==> config.mk <==
export PLATFORM = sky130hd
export DESIGN_NAME = pcs_bank
export DESIGN_NICKNAME = d
export VERILOG_FILES = /design/src/rtl/pcs_pkg.sv /design/src/rtl/pcs_live_stage.sv /design/src/rtl/pcs_capture.sv /design/src/rtl/pcs_read_mux.sv /design/src/rtl/pcs_bank.sv
export SDC_FILE = /design/constraint.sdc
export NUM_CORES = 1
export LEC_CHECK = 0
export ABC_AREA = 1
export BUFFER_PORTS_ARGS = -buffer_cell sky130_fd_sc_hd__buf_2
export CAP_MARGIN = 20
export CORE_UTILIZATION = 45
export DETAILED_ROUTE_END_ITERATION = 7
export PLACE_DENSITY = 0.79
export RECOVER_POWER = 100
export SYNTH_ARGS = -nofsm -noshare
export SYNTH_HDL_FRONTEND = slang
export SYNTH_HIERARCHICAL = 1
export SYNTH_SLANG_ARGS = --single-unit
==> constraint.sdc <==
create_clock -name clk -period 1.9 [get_ports clk]
set_input_delay 0.38 -clock clk [delete_from_list [all_inputs] [get_ports clk]]
set_output_delay 0.38 -clock clk [all_outputs]
set_load 0.01 [all_outputs]
==> src/rtl/pcs_pkg.sv <==
package pcs_pkg;

   localparam int unsigned BUS_W = 32;

   localparam logic [11:0] OFS_PC_LO  = 12'h0A0;
   localparam logic [11:0] OFS_CID    = 12'h0A4;
   localparam logic [11:0] OFS_STATE  = 12'h0A8;
   localparam logic [11:0] OFS_PC_HI  = 12'h0AC;
   localparam logic [11:0] OFS_OFSID  = 12'hFC4;
   localparam logic [11:0] OFS_LVLID  = 12'hFC8;

   localparam logic [BUS_W-1:0] BLOCKED_WORD = '1;

   typedef enum logic [2:0] {
      SEL_NONE,
      SEL_PC_LO,
      SEL_CID,
      SEL_STATE,
      SEL_PC_HI,
      SEL_OFSID,
      SEL_LVLID
   } reg_sel_e;

   // Packs execution state into the layout software decodes.
   function automatic logic [BUS_W-1:0] pack_state(input logic ns,
                                                   input logic [1:0] el,
                                                   input logic aa64,
                                                   input logic [15:0] vmid);
      logic [BUS_W-1:0] w;
      w        = '0;
      w[31]    = ns;
      w[30]    = (el == 2'd2);
      w[29]    = (el == 2'd3);
      w[28]    = aa64;
      w[15:0]  = vmid;
      return w;
   endfunction

endpackage

==> src/rtl/pcs_live_stage.sv <==
module pcs_live_stage
   import pcs_pkg::*;
#(
   parameter int unsigned PC_W        = 64,
   parameter int unsigned CID_W       = 32,
   parameter int unsigned VMID_W      = 8,
   parameter int unsigned OFFSET_MODE = 0
) (
   input  logic              clk,
   input  logic              rst_n,
   input  logic [PC_W-1:0]   core_pc,
   input  logic [CID_W-1:0]  core_cid,
   input  logic [VMID_W-1:0] core_vmid,
   input  logic              core_ns,
   input  logic [1:0]        core_el,
   input  logic              core_aa64,
   input  logic              core_prohibit,
   output logic [PC_W-1:0]   live_pc,
   output logic [CID_W-1:0]  live_cid,
   output logic [BUS_W-1:0]  live_state,
   output logic              live_block
);

   localparam bit NO_AA32_SAMPLE = (OFFSET_MODE == 2);

   logic             block_d;
   logic [BUS_W-1:0] state_d;

   always_comb begin
      block_d = core_prohibit | (NO_AA32_SAMPLE & ~core_aa64);
      state_d = pack_state(core_ns, core_el, core_aa64, 16'(core_vmid));
   end

   always_ff @(posedge clk or negedge rst_n) begin
      if (!rst_n) begin
         live_pc    <= '0;
         live_cid   <= '0;
         live_state <= '0;
         live_block <= 1'b1;
      end else begin
         live_pc    <= core_pc;
         live_cid   <= core_cid;
         live_state <= state_d;
         live_block <= block_d;
      end
   end

endmodule

==> src/rtl/pcs_capture.sv <==
module pcs_capture
   import pcs_pkg::*;
#(
   parameter int unsigned PC_W  = 64,
   parameter int unsigned CID_W = 32,
   parameter int unsigned LEVEL = 3,
   localparam int unsigned HI_W = PC_W - 32
) (
   input  logic             clk,
   input  logic             rst_n,
   input  logic             sample_en,
   input  logic [HI_W-1:0]  live_pc_hi,
   input  logic [CID_W-1:0] live_cid,
   input  logic [BUS_W-1:0] live_state,
   output logic [HI_W-1:0]  sh_pc_hi,
   output logic [CID_W-1:0] sh_cid,
   output logic [BUS_W-1:0] sh_state
);

   generate
      if (LEVEL >= 1) begin : g_pc_hi
         always_ff @(posedge clk or negedge rst_n) begin
            if (!rst_n)         sh_pc_hi <= '0;
            else if (sample_en) sh_pc_hi <= live_pc_hi;
         end
      end else begin : g_no_pc_hi
         logic unused_pc_hi;
         assign unused_pc_hi = ^{live_pc_hi, sample_en};
         assign sh_pc_hi     = '0;
      end

      if (LEVEL >= 2) begin : g_cid
         always_ff @(posedge clk or negedge rst_n) begin
            if (!rst_n)         sh_cid <= '0;
            else if (sample_en) sh_cid <= live_cid;
         end
      end else begin : g_no_cid
         logic unused_cid;
         assign unused_cid = ^live_cid;
         assign sh_cid     = '0;
      end

      if (LEVEL >= 3) begin : g_state
         always_ff @(posedge clk or negedge rst_n) begin
            if (!rst_n)         sh_state <= '0;
            else if (sample_en) sh_state <= live_state;
         end
      end else begin : g_no_state
         logic unused_state;
         assign unused_state = ^live_state;
         assign sh_state     = '0;
      end
   endgenerate

endmodule

==> src/rtl/pcs_read_mux.sv <==
module pcs_read_mux
   import pcs_pkg::*;
#(
   parameter int unsigned ADDR_W      = 12,
   parameter int unsigned LEVEL       = 3,
   parameter int unsigned OFFSET_MODE = 0
) (
   input  logic              rd_phase,
   input  logic [ADDR_W-1:0] paddr,
   input  logic [BUS_W-1:0]  live_pc_lo,
   input  logic              live_block,
   input  logic [BUS_W-1:0]  sh_pc_hi,
   input  logic [BUS_W-1:0]  sh_cid,
   input  logic [BUS_W-1:0]  sh_state,
   output reg_sel_e          sel,
   output logic [BUS_W-1:0]  prdata
);

   localparam logic [BUS_W-1:0] LVL_WORD = BUS_W'(LEVEL);
   localparam logic [BUS_W-1:0] OFS_WORD = BUS_W'(OFFSET_MODE);
   localparam bit HAS_PC = (LEVEL >= 1);

   logic [ADDR_W-1:0] waddr;

   always_comb begin
      waddr = {paddr[ADDR_W-1:2], 2'b00};
      sel   = SEL_NONE;
      if      (waddr == ADDR_W'(OFS_PC_LO)) sel = SEL_PC_LO;
      else if (waddr == ADDR_W'(OFS_CID))   sel = SEL_CID;
      else if (waddr == ADDR_W'(OFS_STATE)) sel = SEL_STATE;
      else if (waddr == ADDR_W'(OFS_PC_HI)) sel = SEL_PC_HI;
      else if (waddr == ADDR_W'(OFS_OFSID)) sel = SEL_OFSID;
      else if (waddr == ADDR_W'(OFS_LVLID)) sel = SEL_LVLID;
   end

   always_comb begin
      prdata = '0;
      if (rd_phase) begin
         unique case (sel)
            SEL_PC_LO: prdata = !HAS_PC   ? '0 :
                                live_block ? BLOCKED_WORD : live_pc_lo;
            SEL_CID:   prdata = sh_cid;
            SEL_STATE: prdata = sh_state;
            SEL_PC_HI: prdata = sh_pc_hi;
            SEL_OFSID: prdata = OFS_WORD;
            SEL_LVLID: prdata = LVL_WORD;
            default:   prdata = '0;
         endcase
      end
   end

endmodule

==> src/rtl/pcs_bank.sv <==
module pcs_bank
   import pcs_pkg::*;
#(
   parameter int unsigned ADDR_W      = 12,
   parameter int unsigned PC_W        = 64,
   parameter int unsigned CID_W       = 32,
   parameter int unsigned VMID_W      = 8,
   parameter int unsigned LEVEL       = 3,
   parameter int unsigned OFFSET_MODE = 0
) (
   input  logic              clk,
   input  logic              rst_n,
   input  logic              psel,
   input  logic              penable,
   input  logic              pwrite,
   input  logic [ADDR_W-1:0] paddr,
   input  logic [31:0]       pwdata,
   output logic [31:0]       prdata,
   input  logic [PC_W-1:0]   core_pc,
   input  logic [CID_W-1:0]  core_cid,
   input  logic [VMID_W-1:0] core_vmid,
   input  logic              core_ns,
   input  logic [1:0]        core_el,
   input  logic              core_aa64,
   input  logic              core_prohibit
);

   localparam int unsigned HI_W = PC_W - 32;

   generate
      if (ADDR_W < 12) begin : g_bad_addr
         $error("pcs_bank: ADDR_W must be at least 12");
      end
      if (PC_W < 33 || PC_W > 64) begin : g_bad_pc
         $error("pcs_bank: PC_W must lie in 33..64");
      end
      if (CID_W < 1 || CID_W > 32) begin : g_bad_cid
         $error("pcs_bank: CID_W must lie in 1..32");
      end
      if (VMID_W < 1 || VMID_W > 16) begin : g_bad_vmid
         $error("pcs_bank: VMID_W must lie in 1..16");
      end
      if (LEVEL > 3) begin : g_bad_level
         $error("pcs_bank: LEVEL must lie in 0..3");
      end
      if (OFFSET_MODE > 2) begin : g_bad_ofs
         $error("pcs_bank: OFFSET_MODE must lie in 0..2");
      end
   endgenerate

   logic [PC_W-1:0]  live_pc;
   logic [CID_W-1:0] live_cid;
   logic [BUS_W-1:0] live_state;
   logic             live_block;
   logic [HI_W-1:0]  live_pc_hi;
   logic [HI_W-1:0]  sh_pc_hi;
   logic [CID_W-1:0] sh_cid;
   logic [BUS_W-1:0] sh_state;
   reg_sel_e         sel;
   logic             rd_phase;
   logic             rd_lo;
   logic             sample_en;
   logic             unused_wr;

   assign unused_wr  = ^pwdata;
   assign rd_phase   = psel & ~pwrite;
   assign rd_lo      = psel & penable & ~pwrite & (sel == SEL_PC_LO);
   assign sample_en  = rd_lo & ~live_block;
   assign live_pc_hi = live_pc[PC_W-1:32];

   pcs_live_stage #(
      .PC_W        (PC_W),
      .CID_W       (CID_W),
      .VMID_W      (VMID_W),
      .OFFSET_MODE (OFFSET_MODE)
   ) u_live (
      .clk           (clk),
      .rst_n         (rst_n),
      .core_pc       (core_pc),
      .core_cid      (core_cid),
      .core_vmid     (core_vmid),
      .core_ns       (core_ns),
      .core_el       (core_el),
      .core_aa64     (core_aa64),
      .core_prohibit (core_prohibit),
      .live_pc       (live_pc),
      .live_cid      (live_cid),
      .live_state    (live_state),
      .live_block    (live_block)
   );

   pcs_capture #(
      .PC_W  (PC_W),
      .CID_W (CID_W),
      .LEVEL (LEVEL)
   ) u_capture (
      .clk        (clk),
      .rst_n      (rst_n),
      .sample_en  (sample_en),
      .live_pc_hi (live_pc_hi),
      .live_cid   (live_cid),
      .live_state (live_state),
      .sh_pc_hi   (sh_pc_hi),
      .sh_cid     (sh_cid),
      .sh_state   (sh_state)
   );

   pcs_read_mux #(
      .ADDR_W      (ADDR_W),
      .LEVEL       (LEVEL),
      .OFFSET_MODE (OFFSET_MODE)
   ) u_mux (
      .rd_phase   (rd_phase),
      .paddr      (paddr),
      .live_pc_lo (live_pc[31:0]),
      .live_block (live_block),
      .sh_pc_hi   (BUS_W'(sh_pc_hi)),
      .sh_cid     (BUS_W'(sh_cid)),
      .sh_state   (sh_state),
      .sel        (sel),
      .prdata     (prdata)
   );

endmodule

## After elaboration in Yosys (flattened, before gate mapping)

Cells that the tools add are included.

- Eq/ne operators: 13
- Muxes and demuxes: 9
- Bitwise gates (word level): 7

Operator list:

| operator | count |
|---|---|
| 32-bit one-hot mux with 5 select lines | 1 |
| 32-bit two-way mux | 2 |
| 10-bit by 6-bit == test with 1-bit output, second input constant | 4 |
| 10-bit == test, second input constant | 2 |
| 3-bit two-way mux | 6 |
| 3-bit by 2-bit == test with 1-bit output, second input constant | 2 |
| 3-bit == test, second input constant | 2 |
| 1-bit bitwise AND | 5 |
| 2-bit == test, second input constant | 2 |
| 3-bit by 1-bit == test with 1-bit output, second input constant | 1 |
| 1-bit inverter | 2 |

- Output and inout port bits: 32
- Register bits: 185

## Longest topological paths before layout

Gate-level depths: netlist (run 1).

- Depth in word-level cells: 10
- Mapped depth: 16

## Cells and area by module

The synthesis (run 1) kept the hierarchy.

Modules (own cells, without submodules):

| module | instances | area each (µm²) | cells each |
|---|---|---|---|
| pcs_capture | 1 | 3,629.7 | 406 |
| pcs_live_stage | 1 | 2,900.3 | 134 |
| pcs_read_mux | 1 | 1,741.7 | 340 |
| pcs_bank | 1 | 36.3 | 8 |

## Worst setup path after synthesis (run 1)

No wires, ideal clock.

- Path type: input -> register
- Start: input port paddr[6]
- End: register u_capture.sh_pc_hi[0]
- Arrival time: 1.643 ns
- Library setup time: 0.116 ns
- Cell stages on the path: 15
- Setup slack: 0.141 ns
- Path through: inv_1 > nand2_1 > nor2_2 > nand3_4 > nand2_1 > nor2_1 > inv_1 > nand3b_1 > nor2_1 > buf_4 > inv_4 > buf_6 > buf_4 > nand2_1 > nand2_1

- Elaborated cells between the ends (all ways): 15

RTL lines:

| element | line | RTL |
|---|---|---|
| start: declaration | pcs_bank.sv:16 | `input logic [ADDR_W-1:0] paddr,` |
| 10-bit == test | pcs_read_mux.sv:32 | `else if (waddr == ADDR_W'(OFS_OFSID)) sel = SEL_OFSID;` |
| 3-bit two-way mux | pcs_read_mux.sv:32 |  |
| 3-bit two-way mux | pcs_read_mux.sv:31 | `else if (waddr == ADDR_W'(OFS_PC_HI)) sel = SEL_PC_HI;` |
| 3-bit two-way mux | pcs_read_mux.sv:30 | `else if (waddr == ADDR_W'(OFS_STATE)) sel = SEL_STATE;` |
| 3-bit two-way mux | pcs_read_mux.sv:29 | `else if (waddr == ADDR_W'(OFS_CID)) sel = SEL_CID;` |
| 3-bit two-way mux * | pcs_read_mux.sv:28 | `if (waddr == ADDR_W'(OFS_PC_LO)) sel = SEL_PC_LO;` |
| via sel[0] | pcs_bank.sv:59 | `reg_sel_e sel;` |
| 3-bit by 1-bit == test with 1-bit output * | pcs_bank.sv:67 | `assign rd_lo = psel & penable & ~pwrite & (sel == SEL_PC_LO);` |
| 1-bit bitwise AND * | pcs_bank.sv:67 |  |
| 1-bit bitwise AND * | pcs_bank.sv:68 | `assign sample_en = rd_lo & ~live_block;` |
| via sample_en | pcs_bank.sv:62 | `logic sample_en;` |
| end signal: assignment | pcs_capture.sv:24 | `else if (sample_en) sh_pc_hi <= live_pc_hi;` |
| end: declaration | pcs_capture.sv:15 | `output logic [HI_W-1:0] sh_pc_hi,` |

Mark *: on every way through the listed nets, which the timed path passes. The rest lies on a longest branch.
A chain may end at the register's enable or synchronous reset.

## Worst setup path after layout (run 1)

- Start: register u_live.live_block
- End: output port prdata[31]

- Word-level cells in the longest chain between the ends: 3

Ends and longest elaborated chain:

| element | line | RTL |
|---|---|---|
| start: declaration | pcs_live_stage.sv:21 | `output logic live_block` |
| start signal: assignment | pcs_live_stage.sv:44 | `live_block <= block_d;` |
| 32-bit two-way mux | pcs_read_mux.sv:41 | `live_block ? BLOCKED_WORD : live_pc_lo;` |
| 32-bit one-hot mux with 5 select lines | pcs_read_mux.sv:39 | `unique case (sel)` |
| 32-bit two-way mux | pcs_read_mux.sv:38 | `if (rd_phase) begin` |
| end: declaration | pcs_bank.sv:18 | `output logic [31:0] prdata,` |

Every way passes these cells.

==> results.ini, run 1 <==
[route]
drtIter0Drc = 563
vias = 6996
ant_nets = 0
viasPerCell = 4.97
wl_per_cell_um = 16.7
wirelength_um = 23500
drcViolationCount = 0
drt_first_pass_iters = 8

[global_route]
antenna_found_initial = 0
grtUsageTotal_pct = 24.1
grt_pass1_wl_um = 34700
grt_overflow = 0
grt_max_degree = 70
grt_pass1_vias = 6742

[sta]
worst_pin_slew_ns = 0.877
finalSetupViolations = 32
rsz0062_at_grt = yes
fin_skew_ns = 0.0177
timing.fmax_mhz = 444
hold_violations = 1
fin_hold_ws_ns = -0.00251
worst_slack_ns = -0.353
fin_crit_sh_pct = 119
slew_headroom_pct = 41.5
slew_violations = 0
period_needed_ns = 2.25

[worst_setup_path]
slowest_stage = dfstp_2
ff2ff_path_depth = 10
critPathMaxStageDelay_ns = 0.55
worstSetupPathType = register to output pin
path_common_cell = nor2_1
critPathTopFamily = flip-flops
crit_path_end_kind = output pin
r2r-start = u_live/live_block$_DFF_PN1_
start_kind = register
critical_path_required_ns = 1.52
r2r_setup_slack_ns = 0.08
cp_num_buf_inv = 3
path_cells = buf_12 > clkbuf_16 > o21ai_0 > nand3_1 > nor2_1 > nor2_1 > buf_2
arrival_ns = 1.87
reg2reg_to = u_capture/sh_cid[25]$_DFFE_PN0P_
cp_max_fo = 8

[final_layout]
area_delta_synth_final_pct = 38.4
final_area_mm2 = 0.0115
final_nets = 1324
multi_input_area_mm2 = 0.00279
n_antenna_cell = 0
drive_above_1_share_pct = 28.5
final_util_pct = 63.8
register_area_mm2 = 0.00513
fillCellCount = 1328

[synth]
synth-seq-area-share_pct = 61.8
ys_warn_count = 6
yosys.cell_count.top_type = nand2_1
synth_top_area_share_pct = 61.4
synth-seq-cells = 205
avgSynthCellArea_um2 = 9.36
synth_ff_type = dfrtp_1
synth_area_mm2 = 0.00831
synth_top_cell_by_area = dfrtp_1
yosys-top-cells-count = 346 x nand2_1, 204 x dfrtp_1, 90 x nor2_1, 56 x nand3_1, 48 x inv_1
synth_edf_count = 0
async_flop_share_pct = 100
synthTopCellsByArea = dfrtp_1 61%, nand2_1 16%, nor2_1 4.1%, nand3_1 3.4%, buf_4 3.1%
netlist_instances = 888
synth_cell_types = 26

[clock_tree]
cts_tree = yes
h-tree-depth = 1
clk_latency_ns = 0.49
cts_buffer_depth = 3
cts.root.buffer_cell = clkbuf_16
cts_buffers = 21
clkSlewWorstSetupHoldPaths_ns = 0.07
clock-sinks = 205

[min_path]
hold_end = u_live/live_pc[36]$_DFF_PN0_
holdPathStages = 1
min_path_type = input port to register
worstHoldStart = core_pc[36]

[placed_design]
gp_congestion = 0.856
port_buffers = 155
post-dp-hpwl_um = 13000
place_area_mm2 = 0.00950

[power]
vdd_drop_max_mv = 0.766
power.leakage_uw = 0.00592
power_density_mw_per_mm2 = 811

[floorplanning]
design.core.area_mm2 = 0.0180
start_util_pct = 46.1
io_pins = 190
die_area_mm2 = 0.0190
die_h_um = 138
die_x_um = 138
rows = 49

[outcome]
violations = hold timing, setup timing
status = finished, violations left

[flow_run]
maxCapViolCount = 0

[placed cells by master, fill, tap and decap left out, types with 3 or more instances in the layout]
master	netlist	final
nor2_4	2	14
inv_1	48	48
nand3_2	12	21
clkbuf_16	0	25
o21ai_2	20	23
nand3_1	56	47
dfrtp_1	204	204
buf_2	14	132
nor2_2	27	44
dlygate4sd3_1	0	92
clkinvlp_4	0	3
conb_1	1	20
buf_12	2	16
o21ai_1	0	3
clkbuf_1	3	17
bufinv_16	0	3
inv_2	3	4
buf_4	34	26
clkinv_2	0	4
nand2_1	346	344
nor2_1	90	61
buf_6	6	8
[area by class of cell]
class / count / share of cell area (%)
Inverter: 52 / 1.70
Multi-Input combinational cell: 589 / 24.3
Clock inverter: 12 / 1.31
Clock buffer: 24 / 4.84
Tap cell: 229 / 2.49
Sequential cell: 205 / 44.6
Timing Repair Buffer: 297 / 20.8
[per-layer routing]
layer  track usage [%]  vias to the layer above  share of wire [%]  wire length [um]
met1              33.2                     3344                 40              9350
met5                 0                        -                  0                 0
met2              38.6                      345                 49             11500
li1                  -                     3223                  -                 -
met4              9.54                        0                4.2               982
met3              3.47                       84                7.1              1680
[report_power, final]
group	switching, uW	internal [uW]	total, uW
logic	261	281	542
clock network	1720	2520	4230
registers	55.5	4500	4550
total	2030	7300	9330
[sequential cells by signal, indices dropped and copies added (netlist names)]
register / flops
u_capture/sh_state: 32
u_live/live_cid: 32
u_live/live_state: 12
u_capture/sh_pc_hi: 32
u_live/live_pc: 64
u_live/live_block: 1
u_capture/sh_cid: 32
[per-stage QoR]
stage,setup TNS (ns),setup slack [ns],instances,power [uW],hold WS [ns]
2_1_floorplan,0,0.141,907,4720,0.0844
3_3_place_gp,-15.79,-0.207,1268,4970,0.231
3_5_place_dp,-17.66,-0.233,1268,4980,0.232
4_1_cts,-7.43,-0.290,1385,9290,0.000201
5_1_grt,-20.05,-0.405,1408,9630,-0.0121
6_report,-8.81,-0.353,1408,9330,-0.00251
[cells by family (layout without fill, tap and decap cells)]
logic type | after synthesis | in the layout | synth area share [%]
other | 1 | 20 | 0.0451
AOI/OAI and AO/OA | 30 | 30 | 2.71
buffers and inverters | 113 | 385 | 7.91
DFF | 205 | 205 | 61.8
and+or+nand+nor | 539 | 539 | 27.6
[repair_timing]
action,4_1_cts,5_1_grt
pin swaps,2,64
gates resized for setup,23,50
hold buffers,78,14
endpoints found under the setup margin,32,32
cloned,1,4
buffers inserted,2,5
endpoints found under the hold margin,93,14
[worst max-delay path by stage]
stage	start	end	cells past startpoint
5_1_grt	u_live/live_block$_DFF_PN1_	prdata[31]	7
4_1_cts	u_live/live_block$_DFF_PN1_	prdata[27]	6
3_3_place_gp	paddr[9]	prdata[19]	10
6_report	u_live/live_block$_DFF_PN1_	prdata[31]	7
3_5_place_dp	paddr[6]	prdata[27]	12
2_1_floorplan	paddr[6]	u_capture/sh_pc_hi[0]$_DFFE_PN0P_	15
[worst register-to-register path: cells and delay by family, from the launching register on]
| kind | cells | cell delay, ns |
|---|---|---|
| flops | 1 | 0.38 |
| simple gates | 5 | 0.60 |
| buf+inv | 5 | 0.70 |
No activity file was read; power rests on OpenSTA's default activity.
==> inputs of run 2 (changes only) <==
--- a/config.mk
+++ b/config.mk
@@ -8,6 +8,7 @@
 export ABC_AREA = 1
 export BUFFER_PORTS_ARGS = -buffer_cell sky130_fd_sc_hd__buf_2
 export CAP_MARGIN = 20
+export CORE_MARGIN = 2
 export CORE_UTILIZATION = 45
 export DETAILED_ROUTE_END_ITERATION = 7
 export PLACE_DENSITY = 0.79
==> constraint.sdc (replaced) <==
create_clock -name clk -period 2.6 [get_ports clk]
set_input_delay 0.52 -clock clk [delete_from_list [all_inputs] [get_ports clk]]
set_output_delay 0.52 -clock clk [all_outputs]
set_load 0.01 [all_outputs]
==> results.ini, run 2 (synthesis gave the netlist of run 1 again) <==
[sta]
fin_skew_ns = 0.00482  ; -0.0129 ns
fin_crit_sh_pct = 97.0
slew_headroom_pct = -11.8  ; -53 points
slew_violations = 72  ; +72
worst_slack_ns = 0.0785  ; +0.431 ns
rsz0062_at_grt = yes
finalSetupViolations = 0  ; -100%
worst_pin_slew_ns = 1.68  ; +0.800 ns
hold_violations = 0  ; -1
period_needed_ns = 2.52
timing.fmax_mhz = 397

[floorplanning]
rows = 49  ; unchanged
io_pins = 190  ; unchanged
start_util_pct = 46.1  ; unchanged
die_h_um = 140  ; +1.5%
design.core.area_mm2 = 0.0180  ; unchanged
die_x_um = 140  ; +1.5%
die_area_mm2 = 0.0196  ; +2.9%

[placed_design]
gp_congestion = 0.882  ; +3.0%
port_buffers = 155  ; unchanged
dp.cells = 1244  ; -1.9%
post-dp-hpwl_um = 12300  ; -5.0%
preCtsSetupSlack_ns = 0.0590  ; +0.292 ns

[power]
vdd_drop_max_mv = 0.524  ; -32%
seqPwrFrac_pct = 51.0  ; +2.2 points
power_frac_clock_pct = 45.5  ; about the same
p_int_uw = 5130  ; -30%
p_switching_uw = 1390  ; -32%
power_density_mw_per_mm2 = 662  ; -18%
power.leakage_uw = 0.00515  ; -13%
pwr-share-comb_pct = 3.5  ; -2.3 points
switching_share_pct = 21.3  ; -0.46 points
design_power_total_uw = 6520  ; -30%

[final_layout]
drive_above_1_share_pct = 24.4  ; -4.1 points
fin_cells = 1284  ; -8.8%
layout_common_cells = 346 x nand2_1, 204 x dfrtp_1, 125 x buf_2
final_nets = 1197  ; -9.6%
area_delta_synth_final_pct = 18.6
n_antenna_cell = 0  ; unchanged
final_common_cell = nand2_1
fillCellCount = 1619  ; +22%
largest_reg_flops = 64  ; unchanged
regMostFlops = u_live/live_pc

[route]
wirelength_um = 19100  ; -19%
vias = 6074  ; -13%
drcViolationCount = 0  ; unchanged
wl_per_cell_um = 14.8  ; -11%
ant_nets = 0  ; unchanged
drtIter0Drc = 443  ; -21%
drt_first_pass_iters = 5  ; -3
viasPerCell = 4.73  ; -4.8%

[clock_tree]
holdBufCountCts = 0  ; -100%
clkSlewWorstSetupHoldPaths_ns = 0.06  ; about the same
cts_tree = yes
cts_buffers = 22  ; +4.8%
clk_latency_ns = 0.49  ; about the same
postCtsSetupBuffers = 0  ; -2
clock-sinks = 205  ; unchanged
h-tree-depth = 1  ; unchanged
cts_buffer_depth = 3  ; unchanged
cts.root.buffer_cell = clkbuf_16

[worst_setup_path]
critical_path_required_ns = 2.08  ; +0.56 ns
arrival_ns = 2.00  ; +0.13 ns
crit_path_end_kind = output pin
worstSetupPathType = register to output pin
cp_max_fo = 24  ; +16
start_kind = register

[min_path]
min_path_type = input port to register

[flow_run]
maxCapViolCount = 1  ; +1

[global_route]
grt_pass1_wl_um = 30900  ; -11%
antenna_found_initial = 0  ; unchanged
grt_max_degree = 97  ; +39%
grt_overflow = 0  ; unchanged
grt_pass1_vias = 6040  ; -10%
grtUsageTotal_pct = 19.9  ; -4.2 points

[outcome]
violations = capacitance limit, slew limit
status = finished, violations left

-- run 2: area by class of cell --
| type | instances | area (um^2) | area share (%) |
|---|---|---|---|
| Clock inverter | 11 | 63.8 | 0.648 |
| Timing Repair Buffer | 169 | 940 | 9.54 |
| Sequential cell | 205 | 5130 | 52.1 |
| Clock buffer | 29 | 648 | 6.58 |
| Tap cell | 229 | 287 | 2.91 |
| Multi-Input combinational cell | 589 | 2580 | 26.2 |
| Inverter | 52 | 198 | 2.01 |
-- run 2: timing repair --
item | 4_1_cts | 5_1_grt
endpoints found under the hold margin | 0 | 0
resized for setup | 0 | 2
setup endpoints to repair | 0 | 5
-- run 2: critical path: stages, from the launching register on --
cell      delay (ns)
dfstp_4         0.71
buf_12          0.23
o21ai_2         0.08
nand3_1         0.12
nor2_1          0.09
nor2_2          0.10
clkbuf_2        0.16
-- run 2: path summary, 6_finish.rpt --
| check | start | slack [ns] | depth (start not counted) | end |
|---|---|---|---|---|
| worst max register to register | u_live/live_block$_DFF_PN1_ | 0.58 | 6 | u_capture/sh_cid[25]$_DFFE_PN0P_ |
| max in group asynchronous | rst_n | 0.62 | 2 | u_capture/sh_state[29]$_DFFE_PN0P_ |
| worst min register to register | u_live/live_pc[54]$_DFF_PN0_ | 0.44 | 2 | u_capture/sh_pc_hi[22]$_DFFE_PN0P_ |
| min in group asynchronous | rst_n | 0.46 | 1 | u_capture/sh_cid[4]$_DFFE_PN0P_ |
| worst min-delay path | core_prohibit | 0.13 | 1 | u_live/live_block$_DFF_PN1_ |
| worst max-delay path | u_live/live_block$_DFF_PN1_ | 0.08 | 6 | prdata[19] |
-- run 2: routing by layer --
metal	vias to the layer above	global-route usage, %	wire [um]
met2	204	30.7	8820
met1	2856	28.6	8550
li1	2971	-	-
met3	43	3.23	1180
met4	0	7.11	517
met5	-	0	0
-- run 2: power by group through the flow --
stage	clock network, uW	logic (uW)	registers [uW]
after floorplan	0	75.9	3370
after global placement	0	236	3380
after detailed placement	0	240	3380
after CTS	3030	241	3330
after global routing	3190	260	3330
final	2970	225	3330
-- run 2: metrics by stage --
step           util (%)  instance area [um^2]  hold slack [ns]   TNS (ns)
3_3_place_gp       51.1                  9220            0.425          0
3_5_place_dp       51.1                  9220            0.431          0
6_report           54.7                  9850            0.128          0
4_1_cts            55.1                  9930           0.0423          0
2_1_floorplan         -                  8380            0.224          0
5_1_grt            54.7                  9850            0.107  -0.000822
==> inputs of run 3 (changes only) <==
--- a/config.mk
+++ b/config.mk
@@ -9,9 +9,9 @@
 export BUFFER_PORTS_ARGS = -buffer_cell sky130_fd_sc_hd__buf_2
 export CAP_MARGIN = 20
 export CORE_MARGIN = 2
-export CORE_UTILIZATION = 45
+export CORE_UTILIZATION = 55
 export DETAILED_ROUTE_END_ITERATION = 7
-export PLACE_DENSITY = 0.79
+export PLACE_DENSITY = 0.92
 export RECOVER_POWER = 100
 export SYNTH_ARGS = -nofsm -noshare
 export SYNTH_HDL_FRONTEND = slang
==> results.ini, run 3 (synthesis gave the netlist of run 1 again) <==
[worst_setup_path]
path_cells = buf_2 > nor2_2 > nand3_1 > nor2_4 > buf_12 > inv_1 > nor2_1 > nor2_1 > nor2_1 > clkbuf_2
critPathTopFamily = simple AND/OR/NAND/NOR gates
start_kind = input port
arrival_ns = 2.04  ; +0.04 ns
path_common_cell = nor2_1
r2r-start = u_live/live_block$_DFF_PN1_
crit_path_end_kind = output pin
cp_num_buf_inv = 4  ; +2
worstSetupPathType = input port to output pin
critPathMaxStageDelay_ns = 0.24  ; -0.47 ns
critical_path_required_ns = 2.08  ; about the same
cp_max_fo = 28  ; +17%
startpoint = paddr[4]
slowest_stage = buf_12

[min_path]
min_path_type = input port to register
worstHoldStart = core_prohibit

[route]
drcViolationCount = 0  ; unchanged
drtIter0Drc = 799  ; +80%
vias = 6503  ; +7.1%
wirelength_um = 20700  ; +8.5%
ant_nets = 0  ; unchanged
drt_first_pass_iters = 5  ; unchanged
wl_per_cell_um = 16.7  ; +13%
viasPerCell = 5.26  ; +11%

[global_route]
grt_overflow = 0  ; unchanged
grt_max_degree = 97  ; unchanged
grt_pass1_vias = 6568  ; +8.7%
grt_pass1_wl_um = 33000  ; +6.8%
grtUsageTotal_pct = 26.2  ; +6.3 points
antenna_found_initial = 1  ; +1

[flow_run]
maxCapViolCount = 1  ; unchanged

[floorplanning]
rows = 44  ; -10%
die_x_um = 127  ; -9.3%
start_util_pct = 56.7  ; +11 points
design.core.area_mm2 = 0.0146  ; -19%
io_pins = 190  ; unchanged
die_h_um = 127  ; -9.3%
die_area_mm2 = 0.0161  ; -18%

[sta]
hold_violations = 0  ; unchanged
worst_slack_ns = 0.0382  ; -0.0403 ns
period_needed_ns = 2.56  ; +0.0403 ns
slew_headroom_pct = -17.5  ; -5.7 points
setup_tns_ns = 0  ; unchanged
rsz0062_at_grt = no
fin_crit_sh_pct = 98.5  ; +1.5 points
fin_skew_ns = 0.00432  ; -0.000494 ns
worst_pin_slew_ns = 1.76  ; +0.0855 ns
finalSetupViolations = 0  ; unchanged
slew_violations = 75  ; +4.2%
fin_hold_ws_ns = 0.120  ; -0.00792 ns
timing.fmax_mhz = 390  ; -1.6%

[final_layout]
layout_common_cells = 346 x nand2_1, 204 x dfrtp_1, 117 x buf_2
final_nets = 1196  ; -0.084%
multi_input_area_mm2 = 0.00259  ; +0.29%
largest_reg_flops = 64  ; unchanged
drive_above_1_share_pct = 23.1  ; -1.2 points
fillCellCount = 1065  ; -34%
regMostFlops = u_live/live_pc
fin_cells = 1236  ; -3.7%
final_common_cell = nand2_1
register_area_mm2 = 0.00513  ; about the same
area_delta_synth_final_pct = 17.3

[clock_tree]
clock-sinks = 205  ; unchanged
clk_latency_ns = 0.50  ; about the same
clkSlewWorstSetupHoldPaths_ns = 0.06  ; about the same
cts_resized = 0  ; unchanged
postCtsSetupBuffers = 0  ; unchanged
cts_buffer_depth = 3  ; unchanged
cts_buffers = 20  ; -9.1%
holdBufCountCts = 0  ; unchanged
cts_tree = yes
cts.root.buffer_cell = clkbuf_16
h-tree-depth = 1  ; unchanged

[placed_design]
preCtsSetupSlack_ns = 0.0711  ; +0.0120 ns
dp.cells = 1200  ; -3.5%
port_buffers = 155  ; unchanged
gp_congestion = 0.899  ; +2.0%
post-dp-hpwl_um = 12800  ; +3.7%

[outcome]
violations = capacitance limit, slew limit
status = finished, violations left

[power]
power_frac_clock_pct = 44.6  ; -0.9 points
switching_share_pct = 21.1  ; -0.19 points
p_switching_uw = 1360  ; -2.4%
vdd_drop_max_mv = 0.483  ; -7.9%
power_density_mw_per_mm2 = 659  ; -0.38%
pwr-share-comb_pct = 3.6  ; about the same
seqPwrFrac_pct = 51.8  ; +0.8 points
power.leakage_uw = 0.00510  ; -1.0%
p_int_uw = 5060  ; -1.3%

run 3: area by class of cell:
| type | count | share of cell area, % |
|---|---|---|
| Tap cell | 184 | 2.36 |
| Timing Repair Buffer | 170 | 9.59 |
| Clock buffer | 30 | 6.15 |
| Sequential cell | 205 | 52.7 |
| Inverter | 52 | 2.03 |
| Antenna cell | 1 | 0.0257 |
| Clock inverter | 5 | 0.565 |
| Multi-Input combinational cell | 589 | 26.6 |
run 3: per-stage QoR:
step / utilization (%) / power, uW / area, um^2
6_report: 66.5 / 6420 / 9740
5_1_grt: 66.5 / 6630 / 9740
4_1_cts: 67.0 / 6450 / 9810
3_5_place_dp: 62.5 / 3620 / 9160
3_3_place_gp: 62.5 / 3610 / 9160
2_1_floorplan: - / 3450 / 8380
run 3: power groups by stage:
stage,clock (uW),combinational [uW],sequential [uW]
2_1_floorplan,0,75.9,3370
3_3_place_gp,0,236,3380
3_5_place_dp,0,242,3380
4_1_cts,2890,245,3320
5_1_grt,3040,265,3330
6_report,2860,234,3320
run 3: final timing paths:
check                                                      to  slack (ns)  cells after the start
hold reg to reg            u_capture/sh_pc_hi[26]$_DFFE_PN0P_        0.44                      2
setup / recovery                                   prdata[16]        0.04                     10
setup reg to reg             u_capture/sh_cid[12]$_DFFE_PN0P_        0.39                      7
hold / removal                    u_live/live_block$_DFF_PN1_        0.12                      1
min in group asynchronous        u_live/live_pc[39]$_DFF_PN0_        0.49                      1
max in group asynchronous  u_capture/sh_pc_hi[24]$_DFFE_PN0P_        0.55                      2
run 3: worst reg2reg max path, stage by stage, from the launching register on:
cell and delay (ns):
dfstp_2 0.55, buf_12 0.23, nor2_1 0.10, nand2_1 0.07, nor2_1 0.10, inv_4 0.70
nand2_1 0.27, nand2_1 0.13
run 3: layer usage:
metal,track usage (%),vias up,wire [um]
met5,0,-,0
met4,11.9,0,901
met3,3.71,85,1760
met2,41.6,397,9870
met1,36.4,3050,8160
li1,-,2971,-
